--- src/rtl/pxw_pkg.sv ---
package pxw_pkg;
  localparam int WORD_W  = 32;
  localparam int LANES   = WORD_W / 8;
  localparam int LANE_W  = $clog2(LANES);

  localparam logic [5:0] FMT_C32 = 6'h00;
  localparam logic [5:0] FMT_C16 = 6'h02;
  localparam logic [5:0] FMT_I8  = 6'h13;
  localparam logic [5:0] FMT_I4  = 6'h14;

  typedef enum logic [1:0] {
    K_DROP  = 2'd0,
    K_WRITE = 2'd1,
    K_READ  = 2'd2
  } pxw_kind_e;

  typedef enum logic {
    S_IDLE  = 1'b0,
    S_MERGE = 1'b1
  } pxw_state_e;
endpackage

--- src/rtl/pxw_nib_merge.sv ---
module pxw_nib_merge
  import pxw_pkg::*;
(
  input  logic [WORD_W-1:0] rd_word,
  input  logic [LANE_W-1:0] lane,
  input  logic              hi_sel,
  input  logic [3:0]        nibble,
  output logic [7:0]        merged
);
  logic [7:0] old_byte;

  always_comb begin
    old_byte = rd_word[8*lane +: 8];
    if (hi_sel) merged = {nibble, old_byte[3:0]};
    else        merged = {old_byte[7:4], nibble};
  end
endmodule

--- src/rtl/pxw_decode.sv ---
module pxw_decode
  import pxw_pkg::*;
(
  input  logic [5:0]        fmt,
  input  logic [LANE_W-1:0] addr_lo,
  input  logic [WORD_W-1:0] payload,
  input  logic [7:0]        merged,
  output pxw_kind_e         kind,
  output logic [WORD_W-1:0] data,
  output logic [LANES-1:0]  be
);
  logic [7:0]        byte_val;
  logic [WORD_W-1:0] byte_rep;
  logic [LANES-1:0]  lane_hot;

  assign byte_val = (fmt == FMT_I4) ? merged : payload[7:0];

  for (genvar g = 0; g < LANES; g++) begin : g_lane
    assign byte_rep[8*g +: 8] = byte_val;
    assign lane_hot[g]        = (addr_lo == LANE_W'(g));
  end

  always_comb begin
    kind = K_DROP;
    data = '0;
    be   = '0;
    unique case (fmt)
      FMT_C32: begin
        if (addr_lo == '0) begin
          kind = K_WRITE;
          data = payload;
          be   = '1;
        end
      end
      FMT_C16: begin
        if (!addr_lo[0]) begin
          kind = K_WRITE;
          if (addr_lo[1]) begin
            data = {payload[15:0], 16'd0};
            be   = 4'b1100;
          end else begin
            data = {16'd0, payload[15:0]};
            be   = 4'b0011;
          end
        end
      end
      FMT_I8, FMT_I4: begin
        kind = (fmt == FMT_I4) ? K_READ : K_WRITE;
        be   = lane_hot;
        for (int i = 0; i < LANES; i++)
          data[8*i +: 8] = lane_hot[i] ? byte_rep[8*i +: 8] : 8'd0;
      end
      default: ;
    endcase
  end
endmodule

--- src/rtl/pxw_norm.sv ---
module pxw_norm
  import pxw_pkg::*;
#(
  parameter int ADDR_W = 32
) (
  input  logic              clk,
  input  logic              rst_n,
  input  logic              req_valid,
  output logic              req_ready,
  input  logic [ADDR_W-1:0] req_addr,
  input  logic [5:0]        req_fmt,
  input  logic [31:0]       req_data,
  input  logic              req_nib_hi,
  output logic              mem_we,
  output logic              mem_re,
  output logic [ADDR_W-1:0] mem_addr,
  output logic [3:0]        mem_be,
  output logic [31:0]       mem_wdata,
  input  logic [31:0]       mem_rdata
);
  pxw_state_e        state, state_nx;
  logic [ADDR_W-1:0] hold_addr;
  logic [3:0]        hold_nib;
  logic              hold_hi;

  logic [ADDR_W-1:0] cur_addr;
  logic [5:0]        cur_fmt;
  logic [WORD_W-1:0] cur_payload;
  logic [7:0]        merged;
  pxw_kind_e         kind;
  logic [WORD_W-1:0] dec_data;
  logic [LANES-1:0]  dec_be;
  logic              in_merge;

  assign in_merge    = (state == S_MERGE);
  assign cur_addr    = in_merge ? hold_addr : req_addr;
  assign cur_fmt     = in_merge ? FMT_I4 : req_fmt;
  assign cur_payload = in_merge ? {28'd0, hold_nib} : req_data;

  pxw_nib_merge u_merge (
    .rd_word (mem_rdata),
    .lane    (hold_addr[LANE_W-1:0]),
    .hi_sel  (hold_hi),
    .nibble  (hold_nib),
    .merged  (merged)
  );

  pxw_decode u_dec (
    .fmt     (cur_fmt),
    .addr_lo (cur_addr[LANE_W-1:0]),
    .payload (cur_payload),
    .merged  (merged),
    .kind    (kind),
    .data    (dec_data),
    .be      (dec_be)
  );

  always_comb begin
    state_nx  = state;
    req_ready = 1'b1;
    mem_we    = 1'b0;
    mem_re    = 1'b0;
    if (in_merge) begin
      mem_we   = 1'b1;
      state_nx = S_IDLE;
    end else if (req_valid) begin
      unique case (kind)
        K_READ: begin
          mem_re    = 1'b1;
          req_ready = 1'b0;
          state_nx  = S_MERGE;
        end
        K_WRITE: mem_we = 1'b1;
        default: ;
      endcase
    end
  end

  assign mem_addr  = {cur_addr[ADDR_W-1:LANE_W], {LANE_W{1'b0}}};
  assign mem_be    = mem_we ? dec_be : '0;
  assign mem_wdata = mem_we ? dec_data : '0;

  always_ff @(posedge clk) begin
    if (!rst_n) begin
      state     <= S_IDLE;
      hold_addr <= '0;
      hold_nib  <= '0;
      hold_hi   <= 1'b0;
    end else begin
      state <= state_nx;
      if (mem_re) begin
        hold_addr <= req_addr;
        hold_nib  <= req_data[3:0];
        hold_hi   <= req_nib_hi;
      end
    end
  end
endmodule

--- config.mk ---
export PLATFORM = sky130hd
export DESIGN_NAME = pxw_norm
export DESIGN_NICKNAME = d
export VERILOG_FILES = /design/src/rtl/pxw_pkg.sv /design/src/rtl/pxw_nib_merge.sv /design/src/rtl/pxw_decode.sv /design/src/rtl/pxw_norm.sv
export SDC_FILE = /design/constraint.sdc
export NUM_CORES = 1
export LEC_CHECK = 0
export BUFFER_PORTS_ARGS = -buffer_cell sky130_fd_sc_hd__buf_2
export CORE_MARGIN = 2
export CORE_UTILIZATION = 45
export DETAILED_ROUTE_END_ITERATION = 8
export PLACE_DENSITY = 0.81
export SYNTH_ARGS = -nofsm -noshare
export SYNTH_HDL_FRONTEND = slang
export SYNTH_SLANG_ARGS = --single-unit
--- constraint.sdc ---
create_clock -name clk -period 4.65 [get_ports clk]
set_clock_uncertainty 0.1 [all_clocks]
set_input_delay 1.395 -clock clk [delete_from_list [all_inputs] [get_ports clk]]
set_output_delay 1.395 -clock clk [all_outputs]
set_load 0.05 [all_outputs]
# Yosys cells after proc, flatten, opt, wreduce, memory -nomap -nowiden
# Index checks and enable logic that the tools add are counted.
# word_totals
reg_bits,38
latch_bits,0
ramBits,0
rom_bits,0
in_bits,106
out_inout_bits,71
wordCells,48
memories,0
# op_classes
addsub,0
multipliers,0
div_mod_pow,0
n_lt_le_gt_ge,0
eq_ne,8
shifts,1
muxes,32
bitwise_logic,0
n_reduce_logical,3
# ops
cell,n
$mux 32,6
$pmux 32 s3,1
$mux 8,6
$shiftx 32x6->8,1
$mux 4,4
$eq 6x5->1 const B,2
$pmux 4 s3,1
$mux 1,11
$eq 2x2->1 const B,3
$eq 6x2->1 const B,1
$logic_not 6->1,1
$mux 6,1
$pmux 2 s3,1
$eq 2x1->1 const B,2
$logic_not 2->1,1
$mux 2,1
$reduce_or 2->1,1

# Depth between registers and ports, before layout
# logic_depth
ltp_word,9
ltp_mapped,7

# Modules after synthesis
# From an unflattened synthesis, not the netlist that was laid out.
# unflattened
cells_unflattened,481
area_unflattened_um2,3951.3
# by_module_without_submodules
mod,instances,cells_per_inst,area_per_inst_um2
pxw_norm,1,321,2778.9
pxw_decode,1,117,844.6
pxw_nib_merge,1,43,327.8

# Worst setup path after synthesis
# OpenSTA, ideal clock, no wires.
# synth_timing
path_type,input port to output port
from,in req_fmt[5]
to,out mem_wdata[8]
arrival_ps,3352
required_ps,3155
setup_slack_ps,-197
stages,5
cell_sequence,nor3b_4 -> a41o_1 -> buf_6 -> o21ai_2 -> o32ai_1
# synth_via
elab_chain_len,9
elab_cells_between_ends,16
cone_classes,4 x eq/ne; 10 x mux; 2 x reduce/logical
# synth_rtl
element,line_no,text
"start, declared",pxw_norm.sv:11,"input logic [5:0] req_fmt,"
$mux 6 (*),pxw_norm.sv:37,assign cur_fmt = in_merge ? FMT_I4 : req_fmt;
"$eq 6x5->1, on equally long branches","pxw_decode.sv:16, pxw_decode.sv:27, pxw_decode.sv:48",
$mux 2 or $reduce_or 2->1 (tied branches),"pxw_decode.sv:48, pxw_decode.sv:27",
$pmux 2 s3,pxw_decode.sv:27,unique case (fmt)
$eq 2x1->1,pxw_norm.sv:67,unique case (kind)
$mux 1,pxw_norm.sv:67,
$mux 1,pxw_norm.sv:66,end else if (req_valid) begin
$mux 1,pxw_norm.sv:63,if (in_merge) begin
$mux 32 (*),pxw_norm.sv:81,assign mem_wdata = mem_we ? dec_data : '0;
"end, declared",pxw_norm.sv:18,"output logic [31:0] mem_wdata,"
# Every way passes the cells marked *; elsewhere a longest branch is shown, timed or not.

# Worst setup path after layout
# layout_timing
from,in req_fmt[4]
to,out mem_wdata[8]
# The elaborated chain is that of the path after synthesis.

==> impl_metrics.yaml <==
status:
  status: "finished, final reports clean"
power:
  power.density_mw_per_mm2: 181.7
  clkPwrFrac: 0.309
  pwr-share-seq: 0.424
  p_sw_uw: 246.3
  sw_frac_of_total: 0.3189
  vdd_drop_max_mv: 0.1685
  internal_power_uw: 526.2
  leakage_uw: 0.001865
  pwr-share-comb: 0.267
synth:
  synth_edf_count: 0
  ys.flop_type: "dfxtp_1"
  synth.avg_cell_area_um2: 8.853
  syn_inst: 369
  yosys_warnings: 0
  ys_top_cells_by_count: "76 x nand2_1, 38 x dfxtp_1, 38 x mux2_2"
  synth_top_cell_area_share: 0.2329
  yosys-top-cells-area: "dfxtp_1 23%, mux2_2 13%, nand2_1 8.7%"
  synth_seq_area_share: 0.2329
  ys_async_sr_fraction: 0
  syn_area_mm2: 0.003267
  synth_top_area_cell: "dfxtp_1"
  yosysUniqueCellTypes: 52
  synth.most_common_cell: "nand2_1"
  synth-seq-cells: 38
route:
  remaining_drc_errors: 0
  wl_per_cell_um: 15.76
  drt-initial-drc-count: 156
  drt_first_pass_iters: 4
  antenna_left: 0
  viasPerCell: 5.491
  num_vias: 3470
  wl_mm: 9.958
worst_setup_path:
  cpLargestDelayFamily: "compound AO/OA/AOI/OAI gates"
  rr_worst_depth: 7
  required_ns: 3.15
  cpPeakStageDelay_ns: 0.37
  r2r-end: "hold_nib[2]"
  crit_chain: "buf_2, nor4_4, o211a_2, o21ai_2, o32ai_1, buf_2"
  cp_data_arrival_time_ns: 3.03
  worst-path-buf-inv: 2
  crit_type: "in -> out"
  r2r_setup_slack_ns: 2.41
  rr_startpoint: "in_merge"
  start_kind: "primary input"
  crit_fanout: 12
  critPathCaptureType: "output port"
  cpMostUsedCell: "buf_2"
  crit_path_top_delay_cell: "nor4_4"
clocking:
  cts_tree: "done"
  cts_htree_levels: 2
  cts_buffers: 5
  clock_latency_ns: 0.28
  numClockSinks: 38
  cts_root_buf: "clkbuf_8"
  post_cts_resized: 0
  cts_buffer_depth: 2
  clk_pin_slew_ns: 0.07
min_path:
  hold_end: "hold_addr[4]"
  holdCritPathClass: "reg -> reg"
  min_from: "hold_addr[4]"
  hold_path_depth: 2
finish:
  drive_gt1_frac: 0.5084
  final_core_util: 0.5959
  finalInstanceArea_mm2: 0.004253
  n_antenna_cell: 0
  final_nets: 638
  area_delta_synth_final_pct: 30.18
  fin_cells: 632
  nFillCells: 684
placed_design:
  dp_slack_ns: 0.1044
  gp_congestion: 0.8937
  placed_cells: 622
  io_buffer_count: 174
  dpl_cell_area_mm2: 0.004143
  dpl.hpwl_mm: 7.776
global_routing:
  grt_pass1_wl_mm: 14.84
  grt_start_max_net_pins: 39
  antenna_found_initial: 0
  grt_use_total: 0.2365
  grt_pass1_vias: 3247
  grt_overflow: 0
timing:
  rsz0062_at_grt: "false"
  max_freq_mhz: 220.8
  setup_ws_ns: 0.1207
  post-route-period-util: 0.9741
  setup_violations: 0
  hold_viol_final: 0
  slew_viol_final: 0
  fin_crit_ns: 4.529
  maxSlewHeadroom: 0.4593
  tns_ns: 0
  tightest_slew_ns: 0.8099
die:
  rows: 31
  dieArea_mm2: 0.007958
  dieHeight_um: 89.21
  core_area_mm2: 0.007137
  start_util: 0.4577
  die_width_um: 89.21
  io-pin-count: 177
job:
  drv_cap: 0
[registers in the layout (all words and copies together) (netlist names)]
| register | count |
|---|---|
| hold_hi | 1 |
| hold_addr | 32 |
| hold_nib | 4 |
| in_merge | 1 |
[logic make-up after synthesis]
kind of cell / count (synthesis) / synth area share
compound gates: 119 / 0.3121
buf+inv: 48 / 0.08043
flops: 38 / 0.2329
mux: 54 / 0.2107
other cells: 1 / 0.001148
simple gates: 109 / 0.1628
[cell type report]
cell class / instances / area (µm²) / share of cell area
flip-flops and latches: 38 / 762.0 / 0.1792
clock buffers: 6 / 82.58 / 0.01942
inverters: 17 / 63.81 / 0.01500
multi-input cells: 284 / 2247 / 0.5284
well taps: 99 / 123.9 / 0.02913
repair buffers: 186 / 960.9 / 0.2259
clock inverters: 2 / 12.51 / 0.002942
[repair_timing]
action | 4_1_cts | 5_1_grt
setup endpoints to repair | 0 | 5
hold buffers | 0 | 0
buffers inserted | 0 | 2
[power by group through the flow]
stage / logic, µW / registers (µW) / clock network [µW]
CTS: 205 / 328 / 248
finish: 207 / 328 / 238
global placement: 201 / 335 / 0
floorplan: 126 / 335 / 0
global route: 219 / 328 / 261
detailed placement: 204 / 335 / 0
[layer usage]
metal	vias to the layer above	GRT usage	wire length [µm]
li1	1687	-	-
met1	1605	0.2581	3859
met2	154	0.4438	5121
met3	24	0.04986	724
met4	0	0.09091	252
met5	-	0	0
[cell usage in the layout (no fill, tap or decap), types with 2 or more instances in the layout]
cell and n:
o22ai_1 16, a211oi_1 4, o22ai_2 6, nand2b_1 4, nand2_1 76, a31oi_1 4
buf_2 174, a22oi_1 12, and3b_1 2, and2_1 3, a21oi_1 2, o21ai_2 5
nor2_1 10, inv_1 15, o211ai_1 5, a21boi_1 29, mux4_2 4, buf_4 12
dfxtp_1 37, a21boi_0 8, o32ai_2 6, nor2b_1 3, mux2i_4 4, a32oi_1 8
nor3b_4 2, conb_1 2, nor3_1 2, mux2i_1 8, o2111a_1 3, o32ai_1 2
mux2_2 38, clkbuf_8 6
[worst max path at each step]
stage	depth (start not counted)	startpoint	slack (ns)	endpoint
global route	6	req_fmt[4]	0.04	mem_wdata[17]
detailed placement	6	req_fmt[1]	0.10	mem_wdata[6]
floorplan	5	req_fmt[5]	-0.20	mem_wdata[8]
global placement	6	req_fmt[1]	0.15	mem_wdata[6]
CTS	6	req_fmt[2]	0.1	mem_wdata[6]
finish	6	req_fmt[4]	0.12	mem_wdata[8]
[metrics by stage]
| stage | power (µW) | hold WS (ns) |
|---|---|---|
| finish | 772.6 | 0.3537 |
| detailed placement | 539.4 | 0.3462 |
| CTS | 780.9 | 0.3575 |
| global placement | 536.3 | 0.3370 |
| global route | 807.7 | 0.3826 |
| floorplan | 461.1 | 0.3316 |
[worst reg2reg max path: stages, from the launching register on]
cell and delay [ns]:
dfxtp_2 0.40, buf_4 0.28, nor4b_2 0.49, nand3_2 0.19, inv_2 0.08, buf_4 0.36
nand2_1 0.10, a21boi_0 0.16
(Power assumes the default switching activity.)
